## src/rtl/cdma_pkg.sv

```systemverilog
package cdma_pkg;

    localparam int IDX_W = 3;

    typedef enum logic [IDX_W-1:0] {
        IDX_RAM  = 3'd0,
        IDX_CART = 3'd1,
        IDX_RLEN = 3'd2,
        IDX_WLEN = 3'd3,
        IDX_STAT = 3'd4
    } reg_idx_e;

    // status read bit positions
    localparam int ST_BUSY   = 0;
    localparam int ST_IOBUSY = 1;
    localparam int ST_ERR    = 2;
    localparam int ST_INTR   = 3;

    // status write command bit positions
    localparam int CMD_RESET  = 0;
    localparam int CMD_CLRINT = 1;
    localparam int CMD_W      = 2;

endpackage

```

## src/rtl/cdma_lane_mask.sv

```systemverilog
module cdma_lane_mask #(
    parameter int DW = 32,
    localparam int BE_W = DW / 8
) (
    input  logic [BE_W-1:0] be,
    output logic [DW-1:0]   mask
);
    for (genvar g = 0; g < BE_W; g++) begin : g_lane
        assign mask[g*8 +: 8] = {8{be[g]}};
    end
endmodule

```

## src/rtl/cdma_regfile.sv

```systemverilog
module cdma_regfile
    import cdma_pkg::*;
#(
    parameter int             DW      = 32,
    parameter int             RAM_AW  = 24,
    parameter logic [DW-1:0]  LEN_RST = 32'h7F
) (
    input  logic                 clk,
    input  logic                 rst_n,
    input  logic                 wr_en,
    input  logic [IDX_W-1:0]     wr_idx,
    input  logic [DW-1:0]        wdata,
    input  logic [DW-1:0]        wmask,
    input  logic                 fin_en,
    input  logic                 fin_to_ram,
    output logic [DW-1:0]        merged,
    output logic [DW-1:0]        ram_q,
    output logic [DW-1:0]        cart_q,
    output logic [DW-1:0]        rlen_q,
    output logic [DW-1:0]        wlen_q
);
    localparam logic [DW-1:0] RAM_KEEP =
        {{(DW-RAM_AW){1'b0}}, {(RAM_AW-1){1'b1}}, 1'b0};
    localparam logic [DW-1:0] CART_KEEP = {{(DW-1){1'b1}}, 1'b0};

    typedef struct packed {
        logic [DW-1:0] ram;
        logic [DW-1:0] cart;
        logic [DW-1:0] rlen;
        logic [DW-1:0] wlen;
    } regs_t;

    regs_t st_d, st_q;
    logic [DW-1:0] cur;

    always_comb begin
        case (wr_idx)
            IDX_RAM:  cur = st_q.ram;
            IDX_CART: cur = st_q.cart;
            IDX_RLEN: cur = st_q.rlen;
            default:  cur = st_q.wlen;
        endcase
        merged = (cur & ~wmask) | wdata;

        st_d = st_q;
        if (wr_en) begin
            case (wr_idx)
                IDX_RAM:  st_d.ram  = merged & RAM_KEEP;
                IDX_CART: st_d.cart = merged & CART_KEEP;
                IDX_RLEN: st_d.rlen = merged;
                IDX_WLEN: st_d.wlen = merged;
                default:  ;
            endcase
        end
        if (fin_en) begin
            if (fin_to_ram) st_d.wlen = LEN_RST;
            else            st_d.rlen = LEN_RST;
        end
    end

    always_ff @(posedge clk) begin
        if (!rst_n) begin
            st_q.ram  <= '0;
            st_q.cart <= '0;
            st_q.rlen <= LEN_RST;
            st_q.wlen <= LEN_RST;
        end else begin
            st_q <= st_d;
        end
    end

    assign ram_q  = st_q.ram;
    assign cart_q = st_q.cart;
    assign rlen_q = st_q.rlen;
    assign wlen_q = st_q.wlen;
endmodule

```

## src/rtl/cdma_ctrl.sv

```systemverilog
module cdma_ctrl
    import cdma_pkg::*;
#(
    parameter int DW     = 32,
    parameter int RAM_AW = 24,
    parameter int LEN_W  = 24
) (
    input  logic               clk,
    input  logic               rst_n,
    input  logic               bus_wr,
    input  logic [IDX_W-1:0]   bus_idx,
    input  logic [CMD_W-1:0]   cmd,
    input  logic [LEN_W-1:0]   merged_len,
    input  logic [DW-1:0]      ram_q,
    input  logic               xfer_done,
    output logic               reg_wr_en,
    output logic               fin_en,
    output logic               fin_to_ram,
    output logic               busy_q,
    output logic               err_q,
    output logic               intr_q,
    output logic               start_q,
    output logic               to_ram_q,
    output logic [LEN_W:0]     len_q
);
    localparam logic [DW-1:0] RAM_FULL =
        {{(DW-RAM_AW){1'b0}}, {(RAM_AW-1){1'b1}}, 1'b0};

    typedef struct packed {
        logic           busy;
        logic           err;
        logic           intr;
        logic           start;
        logic           to_ram;
        logic [LEN_W:0] len;
    } ctl_t;

    ctl_t st_d, st_q;
    logic mapped, is_stat, is_len, drop;

    always_comb begin
        mapped    = bus_idx <= IDX_STAT;
        is_stat   = bus_idx == IDX_STAT;
        is_len    = (bus_idx == IDX_RLEN) || (bus_idx == IDX_WLEN);
        reg_wr_en = bus_wr && mapped && !is_stat && !st_q.busy;
        drop      = bus_wr && mapped && !is_stat && st_q.busy;
        fin_en    = st_q.busy && xfer_done;

        st_d       = st_q;
        st_d.start = 1'b0;
        if (drop) st_d.err = 1'b1;
        if (bus_wr && is_stat) begin
            if (cmd[CMD_RESET]) begin
                st_d.busy = 1'b0;
                st_d.err  = 1'b0;
            end
            if (cmd[CMD_CLRINT]) st_d.intr = 1'b0;
        end
        if (fin_en) begin
            st_d.busy = 1'b0;
            st_d.intr = 1'b1;
        end
        if (reg_wr_en && is_len) begin
            if (ram_q == RAM_FULL) begin
                st_d.intr = 1'b1;
            end else begin
                st_d.busy   = 1'b1;
                st_d.start  = 1'b1;
                st_d.to_ram = bus_idx == IDX_WLEN;
                st_d.len    = {1'b0, merged_len} + 1'b1;
            end
        end
    end

    always_ff @(posedge clk) begin
        if (!rst_n) st_q <= '0;
        else        st_q <= st_d;
    end

    assign fin_to_ram = st_q.to_ram;
    assign busy_q     = st_q.busy;
    assign err_q      = st_q.err;
    assign intr_q     = st_q.intr;
    assign start_q    = st_q.start;
    assign to_ram_q   = st_q.to_ram;
    assign len_q      = st_q.len;
endmodule

```

## src/rtl/cdma_regs.sv

```systemverilog
module cdma_regs
    import cdma_pkg::*;
#(
    parameter int             DW      = 32,
    parameter int             RAM_AW  = 24,
    parameter int             LEN_W   = 24,
    parameter logic [DW-1:0]  LEN_RST = 32'h7F,
    localparam int            BE_W    = DW / 8
) (
    input  logic                 clk,
    input  logic                 rst_n,
    input  logic                 bus_wr,
    input  logic [IDX_W+1:2]     bus_addr,
    input  logic [DW-1:0]        bus_wdata,
    input  logic [BE_W-1:0]      bus_be,
    output logic [DW-1:0]        bus_rdata,
    output logic                 xfer_start,
    output logic                 xfer_to_ram,
    output logic [RAM_AW-1:0]    xfer_ram_addr,
    output logic [DW-1:0]        xfer_cart_addr,
    output logic [LEN_W:0]       xfer_len,
    input  logic                 xfer_done,
    output logic                 irq
);
    logic [IDX_W-1:0] idx;
    logic [DW-1:0]    wmask, merged, ram_w, cart_w, rlen_w, wlen_w;
    logic             reg_wr_en, fin_en, fin_to_ram;
    logic             busy_w, err_w, intr_w;

    assign idx = bus_addr;

    cdma_lane_mask #(.DW(DW)) u_mask (
        .be   (bus_be),
        .mask (wmask)
    );

    cdma_regfile #(.DW(DW), .RAM_AW(RAM_AW), .LEN_RST(LEN_RST)) u_rf (
        .clk        (clk),
        .rst_n      (rst_n),
        .wr_en      (reg_wr_en),
        .wr_idx     (idx),
        .wdata      (bus_wdata),
        .wmask      (wmask),
        .fin_en     (fin_en),
        .fin_to_ram (fin_to_ram),
        .merged     (merged),
        .ram_q      (ram_w),
        .cart_q     (cart_w),
        .rlen_q     (rlen_w),
        .wlen_q     (wlen_w)
    );

    cdma_ctrl #(.DW(DW), .RAM_AW(RAM_AW), .LEN_W(LEN_W)) u_ctl (
        .clk        (clk),
        .rst_n      (rst_n),
        .bus_wr     (bus_wr),
        .bus_idx    (idx),
        .cmd        (bus_wdata[CMD_W-1:0]),
        .merged_len (merged[LEN_W-1:0]),
        .ram_q      (ram_w),
        .xfer_done  (xfer_done),
        .reg_wr_en  (reg_wr_en),
        .fin_en     (fin_en),
        .fin_to_ram (fin_to_ram),
        .busy_q     (busy_w),
        .err_q      (err_w),
        .intr_q     (intr_w),
        .start_q    (xfer_start),
        .to_ram_q   (xfer_to_ram),
        .len_q      (xfer_len)
    );

    always_comb begin
        bus_rdata = '0;
        case (idx)
            IDX_RAM:  bus_rdata = ram_w;
            IDX_CART: bus_rdata = cart_w;
            IDX_RLEN: bus_rdata = rlen_w;
            IDX_WLEN: bus_rdata = wlen_w;
            IDX_STAT: begin
                bus_rdata[ST_BUSY]   = busy_w;
                bus_rdata[ST_IOBUSY] = busy_w;
                bus_rdata[ST_ERR]    = err_w;
                bus_rdata[ST_INTR]   = intr_w;
            end
            default: ;
        endcase
    end

    assign xfer_ram_addr  = ram_w[RAM_AW-1:0];
    assign xfer_cart_addr = cart_w;
    assign irq            = intr_w;
endmodule

```

## config.mk

```make
export PLATFORM = sky130hd
export DESIGN_NAME = cdma_regs
export DESIGN_NICKNAME = d
export VERILOG_FILES = /design/src/rtl/cdma_pkg.sv /design/src/rtl/cdma_lane_mask.sv /design/src/rtl/cdma_regfile.sv /design/src/rtl/cdma_ctrl.sv /design/src/rtl/cdma_regs.sv
export SDC_FILE = /design/constraint.sdc
export NUM_CORES = 1
export LEC_CHECK = 0
export CORE_MARGIN = 5
export CORE_UTILIZATION = 35
export CTS_CLUSTER_DIAMETER = 50
export CTS_CLUSTER_SIZE = 28
export DETAILED_ROUTE_END_ITERATION = 8
export GPL_TIMING_DRIVEN = 0
export PLACE_DENSITY = 0.57
export SLEW_MARGIN = 20
export SYNTH_ARGS = -nofsm -noshare
export SYNTH_HDL_FRONTEND = slang
export SYNTH_HIERARCHICAL = 1
export SYNTH_SLANG_ARGS = --single-unit
export TNS_END_PERCENT = 10
```

## constraint.sdc

```tcl
create_clock -name clk -period 8.5 [get_ports clk]
set_clock_uncertainty 0.15 [all_clocks]
set_input_delay 1.7 -clock clk [delete_from_list [all_inputs] [get_ports clk]]
set_output_delay 1.7 -clock clk [all_outputs]
set_load 0.01 [all_outputs]
```

# Yosys cells after proc, flatten, opt, wreduce, memory -nomap -nowiden

Cells that the tools add are included.

Memory bits (writable): 0
Output and inout bits: 116
Bits in latches: 0
Word-level logic and storage cells: 56
Memories: 0
Input bits: 43
Register bits after elaboration: 148
Bits in read-only memories: 0

Div/mod/pow operators: 0
$lt $le $gt $ge: 1
Muxes and demuxes: 20
Bitwise operators: 4
$add $sub $neg: 1
Shift-type cells: 0
Multipliers: 0
Eq/ne operators: 5
Reductions and logical operators: 15

Operators by type and width:

| kind                                                                   | number |
|---|---|
| 32-bit two-way mux                                                     | 4 |
| 64-bit two-way mux                                                     | 2 |
| 28-bit case mux with 4 select lines                                    | 1 |
| 32-bit case mux with 3 select lines                                    | 1 |
| 32-bit bitwise AND                                                     | 1 |
| 32-bit NOT                                                             | 1 |
| 32-bit OR                                                              | 1 |
| 28-bit two-way mux                                                     | 1 |
| 27-bit two-way mux                                                     | 1 |
| 24-bit by 1-bit adder with 25-bit output (second input constant)       | 1 |
| 23-bit equality test (second input constant)                           | 1 |
| 4-bit case mux with 5 select lines                                     | 1 |
| 2-bit AND reduction                                                    | 4 |
| 1-bit logical AND                                                      | 7 |
| 1-bit two-way mux                                                      | 7 |
| 3-bit by 2-bit equality test with 1-bit output (second input constant) | 2 |
| 3-bit by 1-bit equality test with 1-bit output (second input constant) | 1 |
| 3-bit equality test (second input constant)                            | 1 |
| 3-bit less-or-equal comparator (second input constant)                 | 1 |
| 3-bit logical NOT                                                      | 1 |
| 3-bit two-way mux                                                      | 1 |
| 1-bit logical NOT                                                      | 2 |
| 2-bit two-way mux                                                      | 1 |
| 1-bit logical OR                                                       | 1 |
| 1-bit NOT                                                              | 1 |

# Logic depth before layout (Yosys ltp)

Gate-level depths: netlist (run 1).

Depth after elaboration: 10
Mapped depth: 12
Gate-level depth less buffers: 9

# Hierarchy

The synthesis (run 1) kept the hierarchy.

Modules (own cells, without submodules):

| module         | area an instance (µm²) | seq. area each (µm²) | cells an instance | instances |
|---|---|---|---|---|
| cdma_regfile   | 5935.7                 | 2362.3               | 691               | 1 |
| cdma_ctrl      | 1645.3                 | 600.6                | 192               | 1 |
| cdma_regs      | 1072.3                 | 0.0                  | 92                | 1 |
| cdma_lane_mask | 240.2                  | 0.0                  | 32                | 1 |

# Least setup slack after synthesis (run 1)

No wires, ideal clock.

Kind: input port to output port
Start point: input bus_addr[2] (netlist bit)
End point: output bus_rdata[24]
Cell stages on the path: 4
Path buffers: 2
Data arrival time: 2.620 ns
Required time: 6.650 ns
Path slack: 4.030 ns
Cells stage by stage: buf_6 -> buf_6 -> mux4_2 -> nor2b_1

Word-level cells in the longest chain between the ends: 2
Elaborated cells on any way between the ends: 5
Those cells by class: eq/ne: 3; mux: 1; reduce/logical: 1

RTL lines:

| what                                                                         | RTL line        | text |
|---|---|---|
| start: declaration                                                           | cdma_regs.sv:13 | `input logic [IDX_W+1:2] bus_addr,` |
| 3-bit by 2-bit equality test with 1-bit output, or another cell as far along | cdma_regs.sv:75 | `case (idx)` |
| 28-bit case mux with 4 select lines (*)                                      | cdma_regs.sv:75 |  |
| end: declaration                                                             | cdma_regs.sv:16 | `output logic [DW-1:0] bus_rdata,` |

Every way passes the cells marked *; elsewhere a longest branch is shown, timed or not.

# Worst setup path in the final report (run 1)

Start point: input bus_addr[3] (netlist bit)
End point: output bus_rdata[23]

Same word-level chain as after synthesis.

==> impl_metrics.env, run 1 <==
export IMPL_outcome="complete, no violations"
export IMPL_fin_crit_ns=6.17
export IMPL_cp_arrival_ns=4.32
export IMPL_drv_slew=0
export IMPL_max_freq_mhz=162
export IMPL_reg2reg_depth=8
export IMPL_wirelength_mm=34.6
export IMPL_die_h_um=169
export IMPL_detail_route_first_pass_iterations=6
export IMPL_p_leak_nw=3.96
export IMPL_rsz0062_at_grt="false"
export IMPL_cts_setup_buffers=0
export IMPL_grtUsageTotal_pct=23.6
export IMPL_final_nets=1223
export IMPL_gp_congestion=0.902
export IMPL_clk_pin_slew_ns=0.06
export IMPL_grt_pass1_wl_mm=51.7
export IMPL_die_x_um=169
export IMPL_synthCells=999
export IMPL_dpl_hpwl_mm=24.8
export IMPL_design_area_um2=11400
export IMPL_critPathRequiredTime_ns=6.65
export IMPL_tightest_slew_ns=1.09
export IMPL_grt_pass1_vias=8408
export IMPL_fin_setup_tns_ns=0
export IMPL_start_util_pct=35.3
export IMPL_min_to="u_ctl/len_q[3]"
export IMPL_cts_tree="yes"
export IMPL_drive_gt1_share_pct=16.6
export IMPL_clkSinkCount=148
export IMPL_finalHoldViolCount=0
export IMPL_pin_count=159
export IMPL_grt_max_degree=17
export IMPL_overflow=0
export IMPL_antenna_found_initial=0
export IMPL_synth_area_per_cell_um2=8.85
export IMPL_numCtsBuffers=17
export IMPL_worst_setup_path_end_kind="primary output"
export IMPL_clk_path_buf_depth=2
export IMPL_cp_start_kind="primary input"
export IMPL_dp_cells=1490
export IMPL_vdd_ir_drop_max_mv=0.0922
export IMPL_maxCapViolations=0
export IMPL_fp_row_count=58
export IMPL_postPlaceCellArea_um2=10800
export IMPL_stdcell_count=1522
export IMPL_drt_initial_drc_count=1035
export IMPL_via_count=8736
export IMPL_rrSetupSlack_ns=5.45
export IMPL_insertion_delay_ns=0.43
export IMPL_post_route_period_util_pct=72.6
export IMPL_avgRoutedWirePerCell_um=22.7
export IMPL_maxSlewHeadroom_pct=26.7
export IMPL_r2r_start="u_rf/rlen_q[0]"
export IMPL_area_growth_pct=29.5
export IMPL_syn_area_um2=8840
export IMPL_yosys_warnings=6
export IMPL_die_area_um2=28500
export IMPL_diodes=0
export IMPL_reg2reg_to="u_ctl/len_q[13]"
export IMPL_via_per_inst=5.74
export IMPL_cp_max_fo=10
export IMPL_root_buffer="clkbuf_16"
export IMPL_drc=0
export IMPL_cts_hold_buf=0
export IMPL_powerDensity_nw_per_um2=163
export IMPL_htree_levels=4
export IMPL_min_path_cells=2
export IMPL_ant_nets=0
export IMPL_path_class="in -> out"
export IMPL_core_region_area_um2=25000
export IMPL_post_cts_resized=0
export IMPL_hp_start="u_ctl/len_q[3]"
export IMPL_fillers=2459
export IMPL_hold_class="reg -> reg"
export IMPL_port_buffers=152
export IMPL_setup_violations=0
power by group:
group          switching, W  total (W)  internal (W)
combinational      0.000177   0.000307      0.000129
clock              0.000308   0.000831      0.000523
sequential        0.0000144   0.000725      0.000711
total              0.000500    0.00186       0.00136
stage by stage:
stage | total power (W) | hold WS, ns | utilization, % | worst slack, ns
5_1_grt | 0.00193 | 0.366 | 45.7 | 2.34
3_5_place_dp | 0.00104 | 0.336 | 43.2 | 2.44
2_1_floorplan | 0.000917 | 0.302 | - | 4.03
3_3_place_gp | 0.00104 | 0.327 | 43.2 | 2.41
6_report | 0.00186 | 0.348 | 45.7 | 2.33
4_1_cts | 0.00187 | 0.349 | 45.7 | 2.42
per-layer routing:
layer / vias up / share of wire [%] / global-route usage (%)
met4: 0 / 1.9 / 6.77
li1: 4065 / - / -
met5: - / 0 / 0
met1: 4212 / 44 / 32.1
met2: 410 / 46 / 38.0
met3: 49 / 7.9 / 4.74
sequential cells by signal, summed over array words and instances, names as in the netlist:
name              flops
u_rf/wlen_q          32
u_rf/rlen_q          32
u_ctl/len_q          25
u_ctl/busy_q          1
u_ctl/start_q         1
u_rf/ram_q           23
u_ctl/err_q           1
u_rf/cart_q          31
u_ctl/intr_q          1
u_ctl/fin_to_ram      1
critical path, cell delays in order:
cell and delay [ns]:
clkdlybuf4s50_1 0.69, buf_2 0.41, buf_2 0.37, mux4_2 0.25
nor2b_1 0.28, clkdlybuf4s50_1 0.61
worst max-delay path by stage:
stage                           start            end  slack (ns)  depth (start not counted)
after detailed placement  bus_addr[3]  bus_rdata[23]        2.44                          6
after global placement    bus_addr[3]  bus_rdata[23]        2.41                          6
after CTS                 bus_addr[3]  bus_rdata[23]        2.42                          6
after global routing      bus_addr[3]  bus_rdata[23]        2.34                          6
final                     bus_addr[3]  bus_rdata[23]        2.33                          6
after floorplan           bus_addr[2]  bus_rdata[24]        4.03                          4
final cells by class:
type	count	area, um2	area share [%]
repair buffers	152	1520	13.3
plain buffers	124	743	6.49
inverters	36	135	1.18
flip-flops and latches	148	2960	25.9
well taps	330	413	3.61
clock inverters	8	146	1.28
multi-input cells	700	5040	44.0
clock buffers	24	492	4.29
placed cells by master, fill, tap and decap left out, types with 11 or more instances in the layout:
master / instances
a211oi_1: 104
o31ai_1: 12
o22ai_1: 19
nand4_1: 11
clkbuf_1: 35
mux4_2: 28
nand2_1: 24
or3_1: 32
o32ai_1: 25
nor2b_1: 54
xnor2_1: 12
nand3_1: 15
buf_4: 43
a21oi_1: 60
clkdlybuf4s50_1: 152
o21ai_0: 25
nor2_1: 96
inv_1: 36
clkbuf_16: 17
dfxtp_1: 148
mux2_2: 25
nor3_1: 42
buf_2: 38
Note: power is estimated with default switching activity, not from simulation.
==> inputs of run 2 (changes only) <==
==> constraint.sdc (replaced) <==
create_clock -name clk -period 6.1 [get_ports clk]
set_clock_uncertainty 0.15 [all_clocks]
set_input_delay 1.22 -clock clk [delete_from_list [all_inputs] [get_ports clk]]
set_output_delay 1.22 -clock clk [all_outputs]
set_load 0.01 [all_outputs]
==> run 2 against run 1 <==
Effect of this change:
- non-clock buffer count did not move
- flip-flop and latch count is the same
- sequential power increased by 39%
- register-to-register slack got worse by 2.4 ns
- combinational power is 39% higher
- worst hold slack worse by 0.00090 ns
- via count is 0.53% lower
==> impl_metrics.env, run 2 (synthesized netlist as in run 1, its figures left out) <==
export IMPL_via_count=8690
export IMPL_port_buffers=152
export IMPL_numCtsBuffers=17
export IMPL_diodes=0
export IMPL_finalHoldViolCount=0
export IMPL_path_class="in -> out"
export IMPL_dpl_hpwl_mm=24.8
export IMPL_outcome="complete, no violations"
export IMPL_cpMaxStageDelayCell="clkdlybuf4s50_1"
export IMPL_grtUsageTotal_pct=23.6
export IMPL_grt_pass1_wl_mm=51.8
export IMPL_gp_congestion=0.902
export IMPL_p_leak_nw=3.96
export IMPL_post_cts_resized=0
export IMPL_final_seq_area_um2=2960
export IMPL_maxCapViolations=0
export IMPL_hold_class="reg -> reg"
export IMPL_clk_pin_slew_ns=0.06
export IMPL_drive_gt1_share_pct=16.6
export IMPL_critPathRequiredTime_ns=4.73
export IMPL_tightest_slew_ns=1.05
export IMPL_layout_common_cells="clkdlybuf4s50_1, dfxtp_1, a211oi_1"
export IMPL_r2r_start="u_rf/rlen_q[0]"
export IMPL_start_util_pct=35.3
export IMPL_cp_buffers_inverters=4
export IMPL_fin_crit_ns=5.19
export IMPL_powerDensity_nw_per_um2=226
export IMPL_fin_setup_tns_ns=0
export IMPL_grt_pass1_vias=8405
export IMPL_maxSlewHeadroom_pct=29.3
export IMPL_worst_setup_path_end_kind="primary output"
export IMPL_wirelength_mm=34.5
export IMPL_cp_arrival_ns=3.82
export IMPL_hp_start="u_ctl/len_q[6]"
export IMPL_design_area_um2=11400
export IMPL_drt_initial_drc_count=985
export IMPL_crit_chain="clkdlybuf4s50_1 -> buf_2 -> buf_2 -> mux4_2 -> nor2b_1 -> clkdlybuf4s50_1"
export IMPL_cp_start_kind="primary input"
export IMPL_final_nets=1223
export IMPL_die_area_um2=28500
export IMPL_pin_count=159
export IMPL_rsz0062_at_grt="false"
export IMPL_fillers=2459
export IMPL_detail_route_first_pass_iterations=5
export IMPL_dp_slack_ns=0.985
export IMPL_max_freq_mhz=193
export IMPL_cts_tree="yes"
export IMPL_insertion_delay_ns=0.43
export IMPL_area_growth_pct=29.5
export IMPL_drc=0
export IMPL_vdd_ir_drop_max_mv=0.128
export IMPL_postPlaceCellArea_um2=10800
export IMPL_die_x_um=169
export IMPL_multi_input_area_um2=5040
export IMPL_clkSinkCount=148
export IMPL_cts_setup_buffers=0
export IMPL_critPathTopFamily="buffers and inverters"
export IMPL_drv_slew=0
export IMPL_antenna_found_initial=0
export IMPL_htree_levels=4
export IMPL_startpoint="bus_addr[3]"
export IMPL_cp_max_fo=10
export IMPL_fp_row_count=58
export IMPL_setup_violations=0
export IMPL_overflow=0
export IMPL_fin_ws_ns=0.906
export IMPL_via_per_inst=5.71
export IMPL_die_h_um=169
export IMPL_avgRoutedWirePerCell_um=22.6
export IMPL_ant_nets=0
export IMPL_clk_path_buf_depth=2
export IMPL_root_buffer="clkbuf_16"
export IMPL_final_common_cell="clkdlybuf4s50_1"
export IMPL_post_route_period_util_pct=85.1
export IMPL_grt_max_degree=17
export IMPL_cts_hold_buf=0
export IMPL_core_region_area_um2=25000
export IMPL_slowest_delay_ns=0.69
==> run 2: cell type report <==
cell class                 instances  share of cell area, %
timing repair buffer             152                   13.3
clock buffer                      24                   4.29
tap                              330                   3.61
sequential                       148                   25.9
inverter                          36                   1.18
clock inverter                     8                   1.28
multi-input combinational        700                   44.0
buffer                           124                   6.49
==> run 2: layer usage <==
| metal | share of wire [%] | global-route usage, % |
|---|---|---|
| met1 | 43 | 32.1 |
| met4 | 1.9 | 6.85 |
| met5 | 0 | 0 |
| met3 | 8.4 | 4.79 |
| met2 | 46 | 38.0 |
==> run 2: per-stage QoR <==
stage          util (%)  hold WS, ns  instances  power (W)
2_1_floorplan         -        0.302       1008    0.00128
3_3_place_gp       43.2        0.327       1490    0.00145
3_5_place_dp       43.2        0.336       1490    0.00145
4_1_cts            45.7        0.349       1522    0.00261
5_1_grt            45.7        0.366       1522    0.00268
6_report           45.7        0.347       1522    0.00259
==> run 2: power by group <==
part           switching [W]  total, W  leakage [nW]  internal [W]
Sequential         0.0000202   0.00101          1.20      0.000990
Clock               0.000426   0.00115         0.310      0.000729
Combinational       0.000247  0.000427          2.45      0.000180
Total               0.000693   0.00259          3.96       0.00190
==> run 2: final timing paths <==
check        depth (start not counted)               to  slack [ns]
max                                  6    bus_rdata[23]        0.91
min                                  2   u_ctl/len_q[6]        0.35
max reg2reg                          8  u_ctl/len_q[13]        3.06
min reg2reg                          2   u_ctl/len_q[6]        0.35
==> run 2: worst reg2reg max path: cells and delay by family (launching register included) <==
kind	cells	cell delay (ns)
xor gates and xnor gates	1	0.18
and+or+nand+nor	4	1.58
AOI/OAI and AO/OA	3	0.71
DFF	1	0.35
